$ cat src/rtl/pcs_pkg.sv
package pcs_pkg;

  typedef enum logic [2:0] {
    NA_SEQ  = 3'd0,
    NA_JUMP = 3'd1,
    NA_RET  = 3'd2,
    NA_IND  = 3'd3,
    NA_CALL = 3'd4,
    NA_LOOP = 3'd5,
    NA_IRQ  = 3'd6,
    NA_POP  = 3'd7
  } na_cmd_e;

endpackage

$ cat src/rtl/pcs_incr.sv
module pcs_incr #(
  parameter int AW = 14
) (
  input  logic [AW-1:0] pc_i,
  output logic [AW-1:0] inc_o
);

  localparam logic [AW-1:0] ONE = AW'(1);

  // modulo-2^AW increment, the top address wraps to zero
  assign inc_o = pc_i + ONE;

endmodule

$ cat src/rtl/pcs_next_mux.sv
module pcs_next_mux
  import pcs_pkg::*;
#(
  parameter int AW = 14
) (
  input  logic [2:0]    cmd_i,
  input  logic [AW-1:0] pc_i,
  input  logic [AW-1:0] pc_inc_i,
  input  logic [AW-1:0] target_i,
  input  logic [AW-1:0] bus_addr_i,
  input  logic [AW-1:0] top_i,
  input  logic          side_rd_i,
  input  logic          side_wr_i,
  input  logic [AW-1:0] side_wdata_i,
  output logic [AW-1:0] nxt_pc_o,
  output logic          push_o,
  output logic          pop_o,
  output logic [AW-1:0] push_data_o
);

  logic          cmd_push;
  logic          cmd_pop;
  logic [AW-1:0] cmd_data;
  na_cmd_e       cmd;

  assign cmd = na_cmd_e'(cmd_i);

  always_comb begin
    nxt_pc_o = pc_inc_i;
    cmd_push = 1'b0;
    cmd_pop  = 1'b0;
    cmd_data = pc_inc_i;
    unique case (cmd)
      NA_SEQ:  nxt_pc_o = pc_inc_i;
      NA_JUMP: nxt_pc_o = target_i;
      NA_RET: begin
        nxt_pc_o = top_i;
        cmd_pop  = 1'b1;
      end
      NA_IND:  nxt_pc_o = bus_addr_i;
      NA_CALL: begin
        nxt_pc_o = target_i;
        cmd_push = 1'b1;
      end
      NA_LOOP: begin
        nxt_pc_o = pc_inc_i;
        cmd_push = 1'b1;
      end
      NA_IRQ: begin
        nxt_pc_o = target_i;
        cmd_push = 1'b1;
        cmd_data = pc_i;
      end
      NA_POP: begin
        nxt_pc_o = pc_inc_i;
        cmd_pop  = 1'b1;
      end
      default: nxt_pc_o = pc_inc_i;
    endcase
  end

  // the command owns the stack; the side port fills in only the free direction
  assign pop_o       = cmd_pop | side_rd_i;
  assign push_o      = cmd_push | side_wr_i;
  assign push_data_o = cmd_push ? cmd_data : side_wdata_i;

endmodule

$ cat src/rtl/pcs_ret_stack.sv
module pcs_ret_stack #(
  parameter int AW    = 14,
  parameter int DEPTH = 16
) (
  input  logic                       clk,
  input  logic                       rst,
  input  logic                       push_i,
  input  logic                       pop_i,
  input  logic [AW-1:0]              wdata_i,
  output logic [AW-1:0]              top_o,
  output logic [$clog2(DEPTH):0]     depth_o,
  output logic                       ovf_o,
  output logic                       udf_o
);

  localparam int PW = $clog2(DEPTH);
  localparam int CW = PW + 1;
  localparam logic [CW-1:0] FULLV = CW'(DEPTH);
  localparam logic [CW-1:0] ONEV  = CW'(1);

  logic [AW-1:0] mem [DEPTH];
  logic [CW-1:0] cnt_q;
  logic [CW-1:0] cnt_m1;
  logic [CW-1:0] base;
  logic          empty;
  logic          do_wr;
  logic          ovf_q;
  logic          udf_q;

  assign empty  = (cnt_q == '0);
  assign cnt_m1 = cnt_q - ONEV;
  // pop first: the slot a same-cycle push lands in
  assign base   = (pop_i && !empty) ? cnt_m1 : cnt_q;
  assign do_wr  = push_i && (base != FULLV);

  // storage without reset so it can map onto distributed RAM
  always_ff @(posedge clk) begin
    if (do_wr) mem[base[PW-1:0]] <= wdata_i;
  end

  always_ff @(posedge clk) begin
    if (rst) begin
      cnt_q <= '0;
      ovf_q <= 1'b0;
      udf_q <= 1'b0;
    end else begin
      if (pop_i && empty)   udf_q <= 1'b1;
      if (push_i && !do_wr) ovf_q <= 1'b1;
      cnt_q <= do_wr ? base + ONEV : base;
    end
  end

  assign top_o   = empty ? '0 : mem[cnt_m1[PW-1:0]];
  assign depth_o = cnt_q;
  assign ovf_o   = ovf_q;
  assign udf_o   = udf_q;

endmodule

$ cat src/rtl/pcs_top.sv
module pcs_top #(
  parameter int AW    = 14,
  parameter int DEPTH = 16
) (
  input  logic                   clk,
  input  logic                   rst,
  input  logic [2:0]             cmd_i,
  input  logic [AW-1:0]          target_i,
  input  logic [AW-1:0]          bus_addr_i,
  input  logic                   tos_rd_i,
  input  logic                   tos_wr_i,
  input  logic [AW-1:0]          tos_wdata_i,
  output logic [AW-1:0]          pc_o,
  output logic [AW-1:0]          tos_o,
  output logic [$clog2(DEPTH):0] depth_o,
  output logic                   ovf_o,
  output logic                   udf_o
);

  logic [AW-1:0] pc_q;
  logic [AW-1:0] pc_inc;
  logic [AW-1:0] nxt_pc;
  logic [AW-1:0] top;
  logic [AW-1:0] push_data;
  logic          push;
  logic          pop;
  logic          side_rd;
  logic          side_wr;

  // a side access is dropped when the command already uses that direction
  assign side_rd = tos_rd_i & ~((cmd_i == 3'd2) | (cmd_i == 3'd7));
  assign side_wr = tos_wr_i & ~((cmd_i == 3'd4) | (cmd_i == 3'd5) | (cmd_i == 3'd6));

  pcs_incr #(.AW(AW)) u_incr (
    .pc_i  (pc_q),
    .inc_o (pc_inc)
  );

  pcs_next_mux #(.AW(AW)) u_mux (
    .cmd_i        (cmd_i),
    .pc_i         (pc_q),
    .pc_inc_i     (pc_inc),
    .target_i     (target_i),
    .bus_addr_i   (bus_addr_i),
    .top_i        (top),
    .side_rd_i    (side_rd),
    .side_wr_i    (side_wr),
    .side_wdata_i (tos_wdata_i),
    .nxt_pc_o     (nxt_pc),
    .push_o       (push),
    .pop_o        (pop),
    .push_data_o  (push_data)
  );

  pcs_ret_stack #(.AW(AW), .DEPTH(DEPTH)) u_stack (
    .clk     (clk),
    .rst     (rst),
    .push_i  (push),
    .pop_i   (pop),
    .wdata_i (push_data),
    .top_o   (top),
    .depth_o (depth_o),
    .ovf_o   (ovf_o),
    .udf_o   (udf_o)
  );

  always_ff @(posedge clk) begin
    if (rst) pc_q <= '0;
    else     pc_q <= nxt_pc;
  end

  assign pc_o  = pc_q;
  assign tos_o = top;

endmodule

$ cat config.mk
export PLATFORM = sky130hd
export DESIGN_NAME = pcs_top
export DESIGN_NICKNAME = d
export VERILOG_FILES = /design/src/rtl/pcs_pkg.sv /design/src/rtl/pcs_incr.sv /design/src/rtl/pcs_next_mux.sv /design/src/rtl/pcs_ret_stack.sv /design/src/rtl/pcs_top.sv
export SDC_FILE = /design/constraint.sdc
export NUM_CORES = 1
export LEC_CHECK = 0
export ABC_AREA = 1
export ABC_CLOCK_PERIOD_IN_PS = 3050
export CAP_MARGIN = 30
export CORE_MARGIN = 10
export CORE_UTILIZATION = 30
export CTS_CLUSTER_SIZE = 25
export DETAILED_ROUTE_END_ITERATION = 7
export DONT_BUFFER_PORTS = 1
export MAX_ROUTING_LAYER = met4
export SLEW_MARGIN = 20
export SYNTH_ARGS = -nofsm -noshare
export SYNTH_HDL_FRONTEND = slang
export SYNTH_SLANG_ARGS = --single-unit
$ cat constraint.sdc
create_clock -name clk -period 3.05 [get_ports clk]
set_input_delay 0.4575 -clock clk [delete_from_list [all_inputs] [get_ports clk]]
set_output_delay 0.4575 -clock clk [all_outputs]
set_load 0.03 [all_outputs]
==> results.ini, run 1 <==
[timing]
fmax_mhz=341.0
maxSlewHeadroom_pct=38.73
finalHoldViolCount=0
finClkSkew_ps=12.52
period_share_pct=96.16
final-max-slew-violation-count=0
min_period_ps=2933
worst_slew_pin_slew_ps=915.7
setup_viol=0

[run_status]
outcome=completed

[min_path]
hold_end=u_stack.depth_o[2]$_SDFF_PP0_
min_path_type=input port to flop
hold_depth=2
hp-start=rst

[synthesis]
yosys_register_bits=245
syn-num-nets=1105
syn_inst=1053
yosysWarnings=0
ys_seq_area_share_pct=65.90
syn_area_sq_um=10850
syn_area_per_cell_sq_um=10.30
yosysUniqueCellTypes=32

[final_layout]
syn_to_final_growth_pct=17.29
fin_util_pct=35.68
mostFrequentLayoutCells=nand2_1, edfxtp_1, a21oi_1
diodes=0
fin_cells=1558
drive_above_1_share_pct=11.58
final_common_cell=nand2_1
final_area_sq_um=12720
finalNetCount=1131

[global_route]
grt_pass1_wl_um=46680
antenna_found_initial=0
grt_max_degree=115
first_global_vias=7694
grt-ovfl-total=0
track_usage_pct=13.75

[critical_path]
crit_chain=inv_1 > ha_4 > inv_6 > buf_12 > a21oi_1 > a22oi_1 > nand2_1 > nand3_1 > nand3_1 > inv_1
worstRegToRegCells=9
start_kind=flop
worst_ep_arrival_time_ps=2480
r2r-end=u_stack.mem[6][5]$_DFFE_PP_
cpMaxStageDelayCell=dfxtp_1
endpoint_kind=output pin
required_ps=2590
r2r_start=u_stack.depth_o[0]$_SDFF_PP0_
cpPeakStageDelay_ps=330
worstSetupPathType=flop to output pin
reg2reg_setup_slack_ps=460
crit_fanout=18

[clocking]
path_clk_slew_ps=60
root_buffer=clkbuf_16
cts_tree=yes
cts_sinks=245
htree_levels=1
cts-buffers-inserted=25
clk_latency_ps=530
clk_path_buf_depth=3

[drt]
ant_nets=0
drtIter0Drc=804
wl_per_cell_um=19.84
drtPass1Iterations=5
wl_um=30920
drc=0
vias=8011
viasPerCell=5.142

[placed_design]
place_area_sq_um=11790
io_buffers=0
dp_hpwl_um=18680
gp_congestion=0.8826
placedCellCount=1507

[floorplanning]
core_region_area_sq_um=35660
die_y_um=210.1
start_util_pct=30.42
io_pins=84
die_w_um=210.1
core.rowCount=69
die_area_sq_um=44160

[power]
cellPowerDensity_nw_per_um2=1193
max-vdd-ir-drop_mv=0.5439
cellLeakagePower_uw=0.004682

[flow_run]
max_cap_viol_count=0

## cell type report
class                   count  area [sq um]
flip-flops and latches    245          7151
fillers                  3513         22930
inverters                  66         255.2
well taps                 461         576.8
clock inverters            13         103.9
multi-input cells         686          3261
repair buffers             55         721.9
clock buffers              32         651.9
## layer usage
metal  share of wire [%]  vias to the layer above  wire length, um  track usage (%)
li1                    -                     3725                -                -
met1                  45                     3995            13890            18.53
met3                 5.2                       52             1600            1.795
met2                  48                      239            14740            21.62
met4                 2.2                        0              684            3.323
met5                   0                        -                0                -
## worst max-delay path, delay by kind of cell, from the launching register on
| kind | cells | cell delay [ps] |
|---|---|---|
| buffers and inverters | 4 | 690 |
| flip-flops | 1 | 330 |
| adder cells (fa/ha/maj) | 1 | 290 |
| AO/OA/AOI/OAI | 2 | 300 |
| AND/OR/NAND/NOR | 3 | 320 |
## per-stage QoR
stage	setup TNS, ps	hold WS [ps]	setup WS (ps)	total power (uW)
floorplan	-12100	526.6	-216.1	9291
global placement	0	529.9	311.4	11670
detailed placement	0	531.0	292.1	11730
CTS	0	84.86	1.382	15050
global route	-4.837	136.6	-4.837	16020
finish	0	103.3	117.1	15180
## registers in the layout (all words and copies together), names as in the netlist
register	flops
pc_o	14
u_stack.depth_o	5
u_stack.mem	224
u_stack.ovf_o	1
u_stack.udf_o	1
## worst max-delay path by stage
stage / from / to / cells after the start
after floorplan: u_stack.depth_o[0]$_SDFF_PP0_ / u_stack.mem[9][0]$_DFFE_PP_ / 14
after global placement: u_stack.depth_o[0]$_SDFF_PP0_ / tos_o[3] / 10
after detailed placement: u_stack.depth_o[0]$_SDFF_PP0_ / tos_o[3] / 10
after CTS: u_stack.depth_o[0]$_SDFF_PP0_ / tos_o[4] / 9
after global routing: u_stack.depth_o[1]$_SDFF_PP0_ / tos_o[7] / 11
final: u_stack.depth_o[1]$_SDFF_PP0_ / tos_o[0] / 10
## cell usage after synthesis (all sizes together)
cell	n	area, sq um
nand2	299	1145
edfxtp	224	6726
a21oi	112	560.5
nand3	110	560.5
inv	63	236.5
nor2	62	255.3
o21ai	42	214.0
buf	30	146.4
clkbuf	26	97.59
a22oi	21	157.7
dfxtp	21	420.4
o211ai	10	75.07
xor2	10	95.10
nand4	5	31.28
nor3	5	25.02
clkinv	3	11.26
ha	3	37.54
a221oi	2	17.52
or2	2	12.51
a31oi	1	6.260
nor4	1	6.260
o21bai	1	7.510
## what timing repair did
item / 4_1_cts / 5_1_grt
endpoints found under the hold margin: 3 / 0
pin swaps: 1 / 2
hold buffers: 1 / 0
gates cloned: 2 / 1
setup buffers: 1 / 1
setup endpoints to repair: 13 / 14
gates resized for setup: 16 / 8
## power breakdown
| part | total (uW) | internal (uW) | switching, uW |
|---|---|---|---|
| registers | 4640 | 4430 | 215 |
| logic | 7640 | 2310 | 5330 |
| clock network | 2890 | 1600 | 1290 |
## cell families (layout without fill, tap and decap cells)
kind of cell,Yosys count,count (layout),synth area share [%]
DFF,245,245,65.90
and+or+nand+nor,484,484,18.77
buffers and inverters,122,166,4.534
xor gates and xnor gates,10,10,0.8769
adders and majority gates,3,3,0.3461
AOI/OAI and AO/OA,189,189,9.575
Power figures use the tool's default switching activity.
==> run 2: changes to the inputs <==
REMOVE_ABC_BUFFERS = 1   (was default)
SETUP_SLACK_MARGIN = 0.1   (was default)
==> results.ini, run 2 (same netlist as run 1, synthesis figures left out) <==
[global_route]
grt_max_degree=115  ; unchanged
grt_pass1_wl_um=51230  ; was 46,680 um
first_global_vias=7790  ; was 7,694
antenna_found_initial=6  ; was 0
grt-ovfl-total=0  ; unchanged
track_usage_pct=15.96  ; was 13.75%

[drt]
vias=8330  ; was 8,011
wl_per_cell_um=23.11  ; was 19.84 um
drtPass1Iterations=5  ; unchanged
ant_nets=0  ; unchanged
drc=0  ; unchanged
drtIter0Drc=1085  ; was 804
viasPerCell=5.252  ; was 5.142
wl_um=36660  ; was 30,920 um

[timing]
min_period_ps=2880  ; was 2933 ps
finalHoldViolCount=0  ; unchanged
period_share_pct=94.44  ; was 96.16%
worst_slew_pin_slew_ps=988.5  ; was 915.7 ps
setup_tns_ps=0  ; unchanged
final-max-slew-violation-count=0  ; unchanged
fmax_mhz=347.2  ; was 341.0 MHz
finClkSkew_ps=12.08  ; was 12.52 ps
maxSlewHeadroom_pct=34.03  ; was 38.73%
rsz0062_at_grt=yes
setup_viol=0  ; unchanged
finalWorstSetupSlack_ps=169.6  ; was 117.1 ps

[clocking]
root_buffer=clkbuf_16  ; unchanged
cts_tree=yes  ; unchanged
htree_levels=1  ; unchanged
path_clk_slew_ps=60  ; about the same
clk_path_buf_depth=3  ; unchanged
cts_sinks=245  ; unchanged
cts-buffers-inserted=26  ; was 25
clk_latency_ps=540  ; was 530 ps

[run_status]
outcome=completed  ; unchanged

[final_layout]
finalNetCount=1151  ; was 1,131
mostFrequentLayoutCells=nand2_1, edfxtp_1, a21oi_1  ; unchanged
drive_above_1_share_pct=14.12  ; was 11.58%
largest_reg_flops=224  ; unchanged
fin_cells=1586  ; was 1,558
final_common_cell=nand2_1  ; unchanged
n_fill_cell=3435  ; was 3,513
syn_to_final_growth_pct=19.99  ; was 17.29%
final_area_sq_um=13010  ; was 12,720 sq um

[placed_design]
dp_hpwl_um=21570  ; was 18,680 um
io_buffers=0  ; unchanged
place_area_sq_um=11810  ; was 11,790 sq um
place_ws_ps=443.6  ; was 292.1 ps
placedCellCount=1520  ; was 1,507
gp_congestion=0.8561  ; was 0.8826

[flow_run]
max_cap_viol_count=0  ; unchanged

[critical_path]
start_kind=flop  ; unchanged
r2r_start=u_stack.depth_o[0]$_SDFF_PP0_  ; unchanged
crit_fanout=15  ; was 18
worst_ep_arrival_time_ps=2420  ; was 2480 ps
r2r-end=u_stack.mem[13][6]$_DFFE_PP_  ; was u_stack.mem[6][5]$_DFFE_PP_
cpPeakStageDelay_ps=390  ; was 330 ps
crit_chain=inv_8 > ha_4 > buf_12 > buf_16 > a21oi_1 > a21oi_1 > o21ai_0 > nand2_1 > nand3_1 > inv_1 > buf_4  ; was inv_1 > ha_4 > inv_6 > buf_12 > a21oi_1 > a22oi_1 > nand2_1 > nand3_1 > nand3_1 > inv_1
cpMaxStageDelayCell=dfxtp_4  ; was dfxtp_1
endpoint_kind=output pin  ; unchanged
worstRegToRegCells=13  ; was 9
timing.critical_path.max_delay_family=buffers and inverters  ; unchanged
worstSetupPathType=flop to output pin  ; unchanged
path_common_cell=a21oi_1
reg2reg_setup_slack_ps=550  ; was 460 ps
cp.depth=11  ; was 10
required_ps=2590  ; about the same
critPathBufInv=5  ; was 4

[min_path]
hold_depth=2  ; unchanged
hold_end=u_stack.depth_o[2]$_SDFF_PP0_  ; unchanged
hp-start=rst  ; unchanged
min_path_type=input port to flop  ; unchanged

[power]
cellPowerDensity_nw_per_um2=1228  ; was 1193 nW/um^2
max-vdd-ir-drop_mv=0.7209  ; was 0.5439 mV
cellLeakagePower_uw=0.004857  ; was 0.004682 uW

[floorplanning]
die_area_sq_um=44160  ; unchanged
die_y_um=210.1  ; unchanged
core_region_area_sq_um=35660  ; unchanged
die_w_um=210.1  ; unchanged
core.rowCount=69  ; unchanged
io_pins=84  ; unchanged
start_util_pct=30.42  ; unchanged

==> run 2: report_power, final <==
part / leakage, uW / switching (uW) / internal (uW) / total, uW
registers: 0.00221 / 261 / 4430 / 4690
logic: 0.00221 / 5540 / 2530 / 8060
clock network: 0.000433 / 1310 / 1920 / 3230
==> run 2: worst max-delay path by stage <==
| stage | startpoint | to | slack, ps |
|---|---|---|---|
| after floorplan | u_stack.depth_o[0]$_SDFF_PP0_ | u_stack.mem[9][0]$_DFFE_PP_ | -4930 |
| after global placement | u_stack.depth_o[0]$_SDFF_PP0_ | tos_o[10] | 490 |
| after detailed placement | u_stack.depth_o[0]$_SDFF_PP0_ | tos_o[10] | 440 |
| after CTS | u_stack.depth_o[3]$_SDFF_PP0_ | tos_o[7] | 110 |
| after global routing | u_stack.depth_o[0]$_SDFF_PP0_ | tos_o[11] | 30 |
| final | u_stack.depth_o[0]$_SDFF_PP0_ | tos_o[11] | 170 |
==> run 2: timing repair <==
action,in CTS,in global routing
gates cloned,2,3
endpoints found under the hold margin,3,0
gates resized for setup,12,28
buffers inserted,2,4
pin swaps,2,4
hold buffers,1,0
setup endpoints to repair,14,14
==> run 2: area by class of cell <==
class / instances / area (sq um) / share of cell area (%)
Sequential cell: 245 / 7153 / 54.97
Multi-Input combinational cell: 686 / 3289 / 25.28
Antenna cell: 6 / 15.01 / 0.1154
Timing Repair Buffer: 74 / 832.0 / 6.394
Tap cell: 461 / 576.8 / 4.432
Inverter: 66 / 262.8 / 2.019
Clock buffer: 30 / 665.6 / 5.115
Clock inverter: 18 / 219.0 / 1.683
==> run 2: per-stage QoR <==
step | power [uW] | util [%] | hold slack [ps]
after floorplan | 9101 | - | 526.6
after global placement | 11810 | 33.12 | 529.1
after detailed placement | 11870 | 33.12 | 530.7
after CTS | 15480 | 35.94 | 61.64
after global routing | 16840 | 36.50 | 85.97
final | 15990 | 36.50 | 76.79
==> run 2: layer usage <==
metal	track usage [%]	share of wire (%)	vias to the layer above
met4	5.571	3.7	0
li1	-	-	3771
met2	26.75	50	385
met1	18.65	38	4089
met3	3.427	8.4	85
met5	-	0	-
==> run 3: changes to the inputs <==
GPL_TIMING_DRIVEN = 0   (was default)
SETUP_SLACK_MARGIN = 0.5   (was 0.1)
==> results.ini, run 3 (same netlist as run 1, synthesis figures left out) <==
[clocking]
clk_path_buf_depth=3  ; unchanged
cts-buffers-inserted=25  ; was 26
clk_latency_ps=530  ; was 540 ps
cts_sinks=245  ; unchanged
htree_levels=1  ; unchanged
path_clk_slew_ps=60  ; about the same
root_buffer=clkbuf_16  ; unchanged
cts_tree=yes  ; unchanged

[global_route]
grt_pass1_wl_um=54050  ; was 51,230 um
track_usage_pct=17.07  ; was 15.96%
grt_max_degree=69  ; was 115
grt-ovfl-total=0  ; unchanged
antenna_found_initial=10  ; was 6
first_global_vias=7898  ; was 7,790

[critical_path]
endpoint_kind=output pin  ; unchanged
r2r_start=u_stack.depth_o[0]$_SDFF_PP0_  ; unchanged
crit_start=u_stack.depth_o[0]$_SDFF_PP0_  ; unchanged
crit_fanout=7  ; was 15
worst_ep_arrival_time_ps=2540  ; was 2420 ps
required_ps=2590  ; about the same
start_kind=flop  ; unchanged
worstSetupPathType=flop to output pin  ; unchanged

[timing]
period_share_pct=98.23  ; was 94.44%
finalHoldViolCount=0  ; unchanged
fmax_mhz=333.8  ; was 347.2 MHz
final-max-slew-violation-count=0  ; unchanged
setup_viol=0  ; unchanged
setup_tns_ps=0  ; unchanged
rsz0062_at_grt=yes  ; unchanged
finClkSkew_ps=11.91  ; was 12.08 ps
min_period_ps=2996  ; was 2880 ps
maxSlewHeadroom_pct=37.58  ; was 34.03%
worst_slew_pin_slew_ps=930.5  ; was 988.5 ps

[power]
cellLeakagePower_uw=0.005265  ; was 0.004857 uW
max-vdd-ir-drop_mv=0.6403  ; was 0.7209 mV
cellPowerDensity_nw_per_um2=1332  ; was 1228 nW/um^2

[run_status]
outcome=completed  ; unchanged

[flow_run]
max_cap_viol_count=0  ; unchanged

[drt]
wl_met3_um=4162  ; was 3087 um
routed.top_layer=met4  ; unchanged
viasPerCell=5.357  ; was 5.252
drtIter0Drc=1149  ; was 1,085
drtPass1Iterations=6  ; was 5
vias=8813  ; was 8,330
ant_nets=0  ; unchanged
drc=0  ; unchanged
wl_per_cell_um=24.54  ; was 23.11 um
wl_met1_um=13990  ; was 13,960 um
wl_um=40370  ; was 36,660 um
routed-wl-met2_um=19920  ; was 18,260 um

[floorplanning]
core_region_area_sq_um=35660  ; unchanged
core.rowCount=69  ; unchanged
die_y_um=210.1  ; unchanged
start_util_pct=30.42  ; unchanged
io_pins=84  ; unchanged
die_area_sq_um=44160  ; unchanged
die_w_um=210.1  ; unchanged

[final_layout]
final_common_cell=nand2_1  ; unchanged
drive_above_1_share_pct=24.62  ; was 14.12%
finalNetCount=1203  ; was 1,151
syn_to_final_growth_pct=32.78  ; was 19.99%
largest_reg_flops=224  ; unchanged
mostFrequentLayoutCells=nand2_1, edfxtp_1, a21oi_1  ; unchanged
fin_util_pct=40.39  ; was 36.50%

[min_path]
min_path_type=input port to flop  ; unchanged
hp-start=rst  ; unchanged

[placed_design]
gp_congestion=0.8659  ; was 0.8561
io_buffers=0  ; unchanged
dp_hpwl_um=21260  ; was 21,570 um

-- run 3: worst paths after layout --
kind                                   end  slack (ps)  cells after the start
max                               tos_o[8]          50                     12
min          u_stack.depth_o[2]$_SDFF_PP0_         120                      2
max reg2reg   u_stack.mem[15][9]$_DFFE_PP_         180                     16
min reg2reg     u_stack.ovf_o$_SDFFE_PP0P_         610                      2
-- run 3: per-stage QoR --
step,power (uW),area (sq um),std cells,hold WS [ps],setup slack [ps]
finish,19180,14400,1645,120.2,54.13
global route,19930,14400,1643,115.6,-16.96
CTS,17760,13680,1595,83.65,59.39
detailed placement,11540,11570,1476,532.6,-1511
global placement,11130,11180,1458,530.7,-11670
floorplan,9101,10600,997,526.6,-4927
-- run 3: timing repair --
action,4_1_cts,5_1_grt
hold endpoints to repair,3,0
setup endpoints to repair,291,350
hold buffers,1,0
gates cloned,18,4
pin swaps,35,41
setup buffers,54,28
gates resized for setup,125,83
-- run 3: where the power goes --
part	internal (uW)	switching (uW)	total [uW]
clock	1510	1310	2820
sequential	4440	353	4790
combinational	4490	7080	11600
-- run 3: area by class of cell --
cell class | instances | area, sq um
antenna | 14 | 35.03
timing repair inverter | 4 | 42.54
tap | 461 | 576.8
sequential | 245 | 7173
inverter | 66 | 359.1
multi-input combinational | 689 | 3767
timing repair buffer | 120 | 1707
fill | 3159 | 21260
clock inverter | 18 | 102.6
clock buffer | 28 | 636.9
-- run 3: per-layer routing --
layer / global-route usage (%) / vias to the layer above
li1: - / 3888
met1: 18.67 / 4212
met2: 29.16 / 567
met3: 4.080 / 146
met4: 7.494 / 0
met5: - / -
-- run 3: critical path: stages, from the launching register on --
cell	delay [ps]
dfxtp_4	370
buf_16	190
inv_16	60
ha_4	310
buf_12	140
buf_4	170
clkinv_8	80
a21oi_1	150
a22oi_1	120
nand2_1	80
nand3_1	80
nand3_2	120
inv_4	100
